--- src/rtl/hilo_pkg.sv ---
package hilo_pkg;

    typedef enum logic [1:0] {
        OP_MUL_S = 2'b00,
        OP_MUL_U = 2'b01,
        OP_DIV_S = 2'b10,
        OP_DIV_U = 2'b11
    } hilo_op_e;

endpackage

--- src/rtl/hilo_sign_prep.sv ---
// Turns raw operands into magnitudes and records which results need negating.
module hilo_sign_prep #(
    parameter int W = 32
) (
    input  hilo_pkg::hilo_op_e op_i,
    input  logic [W-1:0]       a_i,
    input  logic [W-1:0]       b_i,
    output logic [W-1:0]       mag_a_o,
    output logic [W-1:0]       mag_b_o,
    output logic               is_div_o,
    output logic               neg_main_o,
    output logic               neg_rem_o
);
    import hilo_pkg::*;

    logic signed_op;
    logic a_neg;
    logic b_neg;
    logic b_zero;

    always_comb begin
        signed_op  = (op_i == OP_MUL_S) || (op_i == OP_DIV_S);
        is_div_o   = (op_i == OP_DIV_S) || (op_i == OP_DIV_U);
        a_neg      = signed_op && a_i[W-1];
        b_neg      = signed_op && b_i[W-1];
        b_zero     = (b_i == '0);
        mag_a_o    = a_neg ? (~a_i + 1'b1) : a_i;
        mag_b_o    = b_neg ? (~b_i + 1'b1) : b_i;
        // a zero divisor keeps the all-ones quotient untouched
        neg_main_o = (a_neg ^ b_neg) && !(is_div_o && b_zero);
        neg_rem_o  = is_div_o && a_neg;
    end

endmodule

--- src/rtl/hilo_iter_engine.sv ---
// One shift-add or one restoring-divide step per cycle on unsigned magnitudes.
module hilo_iter_engine #(
    parameter int W = 32
) (
    input  logic         clk,
    input  logic         rst_n,
    input  logic         load_i,
    input  logic         is_div_i,
    input  logic [W-1:0] mag_a_i,
    input  logic [W-1:0] mag_b_i,
    output logic         done_o,
    output logic [W-1:0] acc_hi_o,
    output logic [W-1:0] acc_lo_o
);
    localparam int CW = (W > 1) ? $clog2(W) : 1;
    localparam logic [CW-1:0] LAST = CW'(W - 1);

    typedef struct packed {
        logic          run;
        logic          done;
        logic          div;
        logic [CW-1:0] cnt;
        logic [W-1:0]  hi;
        logic [W-1:0]  lo;
        logic [W-1:0]  opnd;
    } eng_t;

    eng_t eng_d, eng_q;
    logic [W:0] trial;
    logic [W:0] sum;

    assign trial = {eng_q.hi, eng_q.lo[W-1]} - {1'b0, eng_q.opnd};
    assign sum   = {1'b0, eng_q.hi} + (eng_q.lo[0] ? {1'b0, eng_q.opnd} : '0);

    always_comb begin
        eng_d      = eng_q;
        eng_d.done = 1'b0;
        if (load_i) begin
            eng_d.run  = 1'b1;
            eng_d.div  = is_div_i;
            eng_d.cnt  = '0;
            eng_d.hi   = '0;
            eng_d.lo   = mag_a_i;
            eng_d.opnd = mag_b_i;
        end else if (eng_q.run) begin
            if (eng_q.div) begin
                if (!trial[W]) begin
                    eng_d.hi = trial[W-1:0];
                    eng_d.lo = {eng_q.lo[W-2:0], 1'b1};
                end else begin
                    eng_d.hi = {eng_q.hi[W-2:0], eng_q.lo[W-1]};
                    eng_d.lo = {eng_q.lo[W-2:0], 1'b0};
                end
            end else begin
                eng_d.hi = sum[W:1];
                eng_d.lo = {sum[0], eng_q.lo[W-1:1]};
            end
            eng_d.cnt = eng_q.cnt + 1'b1;
            if (eng_q.cnt == LAST) begin
                eng_d.run  = 1'b0;
                eng_d.done = 1'b1;
            end
        end
    end

    always_ff @(posedge clk or negedge rst_n) begin
        if (!rst_n) begin
            eng_q <= '0;
        end else begin
            eng_q <= eng_d;
        end
    end

    assign done_o   = eng_q.done;
    assign acc_hi_o = eng_q.hi;
    assign acc_lo_o = eng_q.lo;

    // completion is a single-cycle pulse
    p_done_pulse_r6: assert property (@(posedge clk) disable iff (!rst_n)
        eng_q.done |=> !eng_q.done);

    // the final step always produces completion on the next cycle
    p_last_step_r6: assert property (@(posedge clk) disable iff (!rst_n)
        (eng_q.run && eng_q.cnt == LAST && !load_i) |=> (eng_q.done && !eng_q.run));

endmodule

--- src/rtl/hilo_sign_fix.sv ---
// Applies result signs to the raw magnitude results.
module hilo_sign_fix #(
    parameter int W = 32
) (
    input  logic         is_div_i,
    input  logic         neg_main_i,
    input  logic         neg_rem_i,
    input  logic [W-1:0] raw_hi_i,
    input  logic [W-1:0] raw_lo_i,
    output logic [W-1:0] fix_hi_o,
    output logic [W-1:0] fix_lo_o
);
    logic [2*W-1:0] prod;
    logic [2*W-1:0] prod_neg;

    always_comb begin
        prod     = {raw_hi_i, raw_lo_i};
        prod_neg = ~prod + 1'b1;
        if (is_div_i) begin
            fix_lo_o = neg_main_i ? (~raw_lo_i + 1'b1) : raw_lo_i;
            fix_hi_o = neg_rem_i  ? (~raw_hi_i + 1'b1) : raw_hi_i;
        end else begin
            {fix_hi_o, fix_lo_o} = neg_main_i ? prod_neg : prod;
        end
    end

endmodule

--- src/rtl/hilo_muldiv_unit.sv ---
module hilo_muldiv_unit #(
    parameter int W = 32
) (
    input  logic         clk,
    input  logic         rst_n,
    input  logic         start_i,
    input  logic [1:0]   op_i,
    input  logic [W-1:0] src_a_i,
    input  logic [W-1:0] src_b_i,
    output logic         busy_o,
    input  logic         rd_req_i,
    input  logic         rd_sel_hi_i,
    output logic [W-1:0] rd_data_o,
    output logic         rd_stall_o
);
    import hilo_pkg::*;

    typedef struct packed {
        logic         busy;
        logic         is_div;
        logic         neg_main;
        logic         neg_rem;
        logic [W-1:0] hi;
        logic [W-1:0] lo;
    } unit_t;

    unit_t st_d, st_q;

    logic         accept;
    logic [W-1:0] mag_a, mag_b;
    logic         pre_div, pre_neg_main, pre_neg_rem;
    logic         eng_done;
    logic [W-1:0] raw_hi, raw_lo;
    logic [W-1:0] fix_hi, fix_lo;

    assign accept = start_i && !st_q.busy;

    hilo_sign_prep #(.W(W)) u_prep (
        .op_i      (hilo_op_e'(op_i)),
        .a_i       (src_a_i),
        .b_i       (src_b_i),
        .mag_a_o   (mag_a),
        .mag_b_o   (mag_b),
        .is_div_o  (pre_div),
        .neg_main_o(pre_neg_main),
        .neg_rem_o (pre_neg_rem)
    );

    hilo_iter_engine #(.W(W)) u_engine (
        .clk     (clk),
        .rst_n   (rst_n),
        .load_i  (accept),
        .is_div_i(pre_div),
        .mag_a_i (mag_a),
        .mag_b_i (mag_b),
        .done_o  (eng_done),
        .acc_hi_o(raw_hi),
        .acc_lo_o(raw_lo)
    );

    hilo_sign_fix #(.W(W)) u_fix (
        .is_div_i  (st_q.is_div),
        .neg_main_i(st_q.neg_main),
        .neg_rem_i (st_q.neg_rem),
        .raw_hi_i  (raw_hi),
        .raw_lo_i  (raw_lo),
        .fix_hi_o  (fix_hi),
        .fix_lo_o  (fix_lo)
    );

    always_comb begin
        st_d = st_q;
        if (accept) begin
            st_d.busy     = 1'b1;
            st_d.is_div   = pre_div;
            st_d.neg_main = pre_neg_main;
            st_d.neg_rem  = pre_neg_rem;
        end
        if (eng_done) begin
            st_d.busy = 1'b0;
            st_d.hi   = fix_hi;
            st_d.lo   = fix_lo;
        end
    end

    always_ff @(posedge clk or negedge rst_n) begin
        if (!rst_n) begin
            st_q <= '0;
        end else begin
            st_q <= st_d;
        end
    end

    assign busy_o     = st_q.busy;
    assign rd_data_o  = rd_sel_hi_i ? st_q.hi : st_q.lo;
    assign rd_stall_o = rd_req_i && st_q.busy;

    // an accepted start makes the unit busy on the next cycle
    p_busy_on_start_r6: assert property (@(posedge clk) disable iff (!rst_n)
        (start_i && !busy_o) |=> busy_o);

    // engine completion frees the unit
    p_idle_after_done_r6: assert property (@(posedge clk) disable iff (!rst_n)
        eng_done |=> !busy_o);

    // result registers hold while the engine is still working
    p_hold_while_busy_r7: assert property (@(posedge clk) disable iff (!rst_n)
        (st_q.busy && !eng_done) |=> ($stable(st_q.hi) && $stable(st_q.lo)));

    // a busy unit stays busy whatever start_i does, until completion
    p_start_ignored_r8: assert property (@(posedge clk) disable iff (!rst_n)
        (busy_o && !eng_done) |=> busy_o);

endmodule

--- config.mk ---
export PLATFORM = sky130hd
export DESIGN_NAME = hilo_muldiv_unit
export DESIGN_NICKNAME = d
export VERILOG_FILES = /design/src/rtl/hilo_pkg.sv /design/src/rtl/hilo_sign_prep.sv /design/src/rtl/hilo_iter_engine.sv /design/src/rtl/hilo_sign_fix.sv /design/src/rtl/hilo_muldiv_unit.sv
export SDC_FILE = /design/constraint.sdc
export NUM_CORES = 1
export LEC_CHECK = 0
export CAP_MARGIN = 20
export CORE_MARGIN = 1.5
export CORE_UTILIZATION = 35
export DETAILED_ROUTE_END_ITERATION = 12
export DONT_BUFFER_PORTS = 1
export GPL_TIMING_DRIVEN = 0
export PLACE_DENSITY = 0.56
export RECOVER_POWER = 50
export SLEW_MARGIN = 5
export SYNTH_ARGS = -nofsm -noshare
export SYNTH_HDL_FRONTEND = slang
export SYNTH_SLANG_ARGS = --single-unit
--- constraint.sdc ---
create_clock -name clk -period 8.3 [get_ports clk]
set_clock_uncertainty 0.05 [all_clocks]
set_input_delay 1.66 -clock clk [delete_from_list [all_inputs] [get_ports clk]]
set_output_delay 1.66 -clock clk [all_outputs]
set_load 0.01 [all_outputs]
* Word level (Yosys, flattened, before mapping) *
Cells that the tools add are included.

storage, ports and cells
  flip-flop bits (word level) = 171
  latch bits = 0
  memory bits (writable) = 0
  memory bits (read-only) = 0
  input port bits = 71
  logic and storage cells = 63
  memories = 0

cells by class
  add/sub/neg operators = 8
  multipliers = 0
  divide/modulo/power cells = 0
  magnitude comparators = 0
  equality and inequality tests = 3
  shift-type cells = 0
  multiplexer cells = 19
  bitwise gates (word level) = 6
  reduce and logical (&&, ||, !) cells = 15

operator list
  cell                                                              number
  32-bit two-way mux                                                8
  64-bit two-way mux                                                3
  69-bit two-way mux                                                2
  32-bit by 1-bit adder with 32-bit output (second input constant)  4
  32-bit NOT                                                        4
  64-bit by 1-bit adder with 64-bit output (second input constant)  1
  64-bit NOT                                                        1
  32-bit by 33-bit adder with 33-bit output                         1
  33-bit by 32-bit subtractor with 33-bit output                    1
  32-bit logical NOT                                                1
  1-bit logical AND                                                 7
  5-bit by 1-bit adder with 5-bit output (second input constant)    1
  5-bit == test (second input constant)                             1
  2-bit == test (second input constant)                             2
  2-bit two-way mux                                                 2
  4-bit two-way mux                                                 1
  2-bit nonzero test                                                2
  1-bit two-way mux                                                 3
  1-bit logical NOT                                                 2
  2-bit logical NOT                                                 1
  1-bit logical OR                                                  2
  1-bit bitwise XOR                                                 1

* Depth between registers and ports, before layout *
  word-level depth = 7
  depth in mapped cells = 14
  gate-level depth less buffers = 13

* Modules after synthesis *
From an unflattened synthesis, not the netlist that was laid out.

unflattened totals
  cells, all modules = 1855
  area total of the unflattened synthesis = 16037.9 sq um

modules (own cells, without submodules)
  module            instances  cells each  area each (sq um)  seq. area each (sq um)
  hilo_iter_engine  1          1165        9444.1             2602.5
  hilo_muldiv_unit  1          182         3134.3             1701.6
  hilo_sign_fix     1          291         1909.3             0.0
  hilo_sign_prep    1          217         1550.2             0.0

* Worst setup path after synthesis *
Ideal clock, no wire load.

  path type = input port to output port
  start point = input port rd_sel_hi_i
  end point = output port rd_data_o[10]
  arrival time = 2574 ps
  data required time = 6590 ps
  slack = 4016 ps
  stages on the path = 3
  path buffers = 2
  path through = clkbuf_1 > buf_1 > mux2_2

on the way
  longest elaborated chain between the ends = 1

RTL lines
  item                line                    RTL
  start, declared     hilo_muldiv_unit.sv:12  input logic rd_sel_hi_i,
  32-bit two-way mux  hilo_muldiv_unit.sv:95  assign rd_data_o = rd_sel_hi_i ? st_q.hi : st_q.lo;
  end, declared       hilo_muldiv_unit.sv:13  output logic [W-1:0] rd_data_o,

Every way passes these cells.

* Worst setup path in the final report *
  start point = input port rd_sel_hi_i
  end point = output port rd_data_o[28]

Same word-level chain as after synthesis.

==> qor.csv <==
stage;metric;value;unit
setup_path;crit_path_end_kind;output port;
clock_network;cts-htree-levels;4;
sta;period_share;0.558;
final_layout;antenna_cells;0;
sta;worst_pin_slew;1.09;ns
setup_path;cp_max_fo;10;
global_route;grt_usage;0.249;
synthesis;ys.flop_type;dfrtp_1;
clock_network;postCtsSetupBuffers;0;
route;route.detailed.drc;0;
final_layout;fillers;4194;
global_route;antenna_found_initial;0;
global_route;grt-ovfl-total;0;
pwr;powerDensity;503;mW/mm2
synthesis;ys_ff_latch;171;
route;vias_per_cell;5.78;
route;vias;13500;
floorplan;fp.dieW;205;um
route;routed_wl;51900;um
sta;hold_viol_final;0;
synthesis;synthArstFlopShare;1.00;
setup_path;cp.required;6.59;ns
final_layout;layout-area-overhead-vs-synth;9.04;%
floorplan;core.rowCount;73;
setup_path;crit_path_top_delay_cell;buf_1;
sta;setup_slack;3.67;ns
sta;slew_violations;0;
pwr;vdd_ir_drop_max;0.199;mV
route;drt-wirelength-per-cell;22.2;um
place;place_ws;3.68;ns
setup_path;setup.worst_path.class;in -> out;
final_layout;nets;1942;
floorplan;pin_count;105;
clock_network;root_buffer;clkbuf_16;
global_route;grt_pass1_vias;13100;
global_route;grt_max_degree;172;
sta;max_freq;216;MHz
clock_network;worstSkewPairLatency;0.47;ns
setup_path;start_kind;input port;
clock_network;cts_buffers;17;
route;dr.pass1.iters;6;
synthesis;synth-edff-count;0;
pwr;p_leak;6.44;nW
floorplan;die_y;205;um
synthesis;synth_cell_types;74;
clock_network;clock-sinks;171;
floorplan;start_util;0.358;
synthesis;syn-cell-area;0.0143;mm2
sta;relSlewSlack;0.276;
synthesis;synthCells;1780;
synthesis;syn_avg_cell_area;8.04;um2
status;status;finished clean;
route;dr.first_iter.drc_count;1109;
synthesis;ys_warn_count;0;
floorplan;core_area;0.0400;mm2
sta;fin_crit;4.63;ns
final_layout;drive_gt1_frac;0.0563;
sta;rsz0062_at_grt;no;
pwr;finalPower;7.85;mW
clock_network;cts_resized;0;
clock_network;clockBufferDepth;2;
place;io_buffers;0;
synthesis;synth_seq_area_share;0.299;
hold_path;hold_path.class;reg -> reg;
clock_network;tritoncts;built;
sta;setup_violations;0;
global_route;grt_pass1_wl;79500;um
clock_network;ctsHoldBuffers;0;
place;hpwl;40700;um
place;gp_congestion;0.933;
final_layout;multi_input_area;0.00940;mm2
final_layout;final-seq-area;0.00428;mm2
setup_path;worstPathCellList;clkbuf_1 -> buf_1 -> mux2_2;
setup_path;cpPeakStageDelay;0.53;ns
synthesis;syn-num-nets;1923;
job;maxCapViolCount;0;
floorplan;die_area;0.0421;mm2
clock_network;clkTransAtPathRegs;0.07;ns
sta;tns;0;ns
setup_path;cp.arrival;2.92;ns
route;postRouteAntennaNets;0;
==> through the flow <==
stage	instance area (um2)	utilization	instances	hold slack [ns]
finish	15600	0.390	2337	0.434
global route	15600	0.390	2337	0.462
CTS	15600	0.390	2337	0.438
detailed placement	15000	0.374	2305	0.423
global placement	15000	0.374	2305	0.417
floorplan	14300	-	1780	0.400
==> sequential cells by signal (all words and copies together), names as in the netlist <==
signal             cells
u_engine.acc_hi_o     32
busy_o                 1
u_engine.done_o        1
u_engine.acc_lo_o     32
u_engine.eng_q        39
st_q                  66
==> area by class of cell <==
cell class	instances	share of cell area
inverters	61	0.0147
clock inverters	15	0.0137
well taps	525	0.0421
flip-flops and latches	171	0.274
plain buffers	101	0.0260
clock buffers	17	0.0272
multi-input cells	1447	0.602
==> report_power, final <==
group | internal (mW) | switching (mW) | total (mW)
registers | 1.23 | 0.521 | 1.75
clock network | 0.440 | 0.430 | 0.870
logic | 1.94 | 3.28 | 5.22
total | 3.61 | 4.23 | 7.85
==> per-layer routing <==
metal  global-route usage  vias up  wire, um
li1                     -     6435         -
met1                0.351     6507     24000
met2                0.382      485     22900
met3               0.0431       86      3430
met4               0.0910        0      1530
met5                    0        -         0
==> Yosys cell counts (all sizes together) (7+ instances only) <==
cell / n / share of area
nand2b: 19 / 0.0083
nand3: 26 / 0.0091
o22ai: 8 / 0.0035
and3: 16 / 0.0070
clkbuf: 81 / 0.021
ha: 70 / 0.061
o31ai: 20 / 0.010
a21o: 25 / 0.013
nand4: 13 / 0.0057
nand2: 170 / 0.045
a31oi: 14 / 0.0061
xnor2: 86 / 0.053
o21ai: 150 / 0.053
inv: 60 / 0.016
o41ai: 12 / 0.0092
nor2: 200 / 0.053
nor2b: 14 / 0.0061
or3: 17 / 0.0081
xor2: 90 / 0.055
and2: 13 / 0.0057
a22oi: 11 / 0.0058
dfrtp: 171 / 0.30
a211oi: 11 / 0.0058
mux2i: 54 / 0.038
or4: 8 / 0.0042
o221ai: 7 / 0.0043
mux2: 43 / 0.034
nor3: 39 / 0.014
nor4: 17 / 0.0095
o211ai: 49 / 0.026
buf: 20 / 0.0073
a21oi: 171 / 0.060
==> worst paths after layout <==
kind / startpoint / to / slack (ns) / cells after the start
max: rd_sel_hi_i / rd_data_o[28] / 3.67 / 3
min in group asynchronous: rst_n / u_engine.eng_q[13]$_DFFE_PN0P_ / 0.85 / 0
min reg2reg: u_engine.eng_q[17]$_DFFE_PN0P_ / u_engine.eng_q[17]$_DFFE_PN0P_ / 0.43 / 2
max in group asynchronous: rst_n / st_q[31]$_DFFE_PN0P_ / 6.95 / 0
max reg2reg: u_engine.acc_lo_o[31]$_DFFE_PN0P_ / u_engine.acc_hi_o[18]$_DFFE_PN0P_ / 3.79 / 13
min: u_engine.eng_q[17]$_DFFE_PN0P_ / u_engine.eng_q[17]$_DFFE_PN0P_ / 0.43 / 2
==> layout by cell type (no fill, tap or decap), types with 6 or more instances in the layout <==
| cell | Yosys | final |
|---|---|---|
| a211oi_1 | 11 | 11 |
| o41ai_1 | 10 | 10 |
| a21oi_1 | 171 | 171 |
| mux2_2 | 43 | 43 |
| o211ai_1 | 49 | 49 |
| buf_1 | 11 | 10 |
| o221ai_1 | 7 | 7 |
| nand2b_1 | 19 | 19 |
| clkbuf_16 | 0 | 17 |
| inv_1 | 60 | 60 |
| mux2i_1 | 54 | 54 |
| xor2_1 | 90 | 90 |
| o31ai_1 | 20 | 20 |
| a21o_1 | 25 | 25 |
| o21ai_0 | 147 | 147 |
| or3_1 | 15 | 15 |
| a31oi_1 | 14 | 14 |
| nor3_1 | 39 | 39 |
| nor2_1 | 197 | 197 |
| xnor2_1 | 86 | 86 |
| o22ai_1 | 8 | 8 |
| dfrtp_1 | 171 | 171 |
| or4_1 | 8 | 8 |
| o21a_1 | 6 | 6 |
| clkbuf_1 | 81 | 83 |
| nand3_1 | 26 | 26 |
| a22oi_1 | 11 | 11 |
| nor4_1 | 15 | 15 |
| a311oi_1 | 6 | 6 |
| o21bai_1 | 6 | 6 |
| nor2b_1 | 14 | 14 |
| and3_1 | 16 | 16 |
| nand4_1 | 13 | 13 |
| nand2_1 | 170 | 170 |
| clkinv_8 | 0 | 7 |
| and2_1 | 13 | 12 |
| ha_1 | 70 | 70 |
==> cell families (layout without fill, tap and decap cells) <==
family / count (synthesis) / after routing / synth area share
mux: 97 / 97 / 0.0716
fa+ha+maj: 72 / 72 / 0.0640
flops: 171 / 171 / 0.299
compound gates: 533 / 533 / 0.229
xor+xnor: 176 / 176 / 0.108
simple gates: 569 / 569 / 0.184
buf+inv: 162 / 194 / 0.0445
==> worst max-delay path: cells and delay by family <==
family,cells,cell delay [ns]
buffers and inverters,2,0.79
multiplexers,1,0.47
No activity file was read; power rests on OpenSTA's default activity.
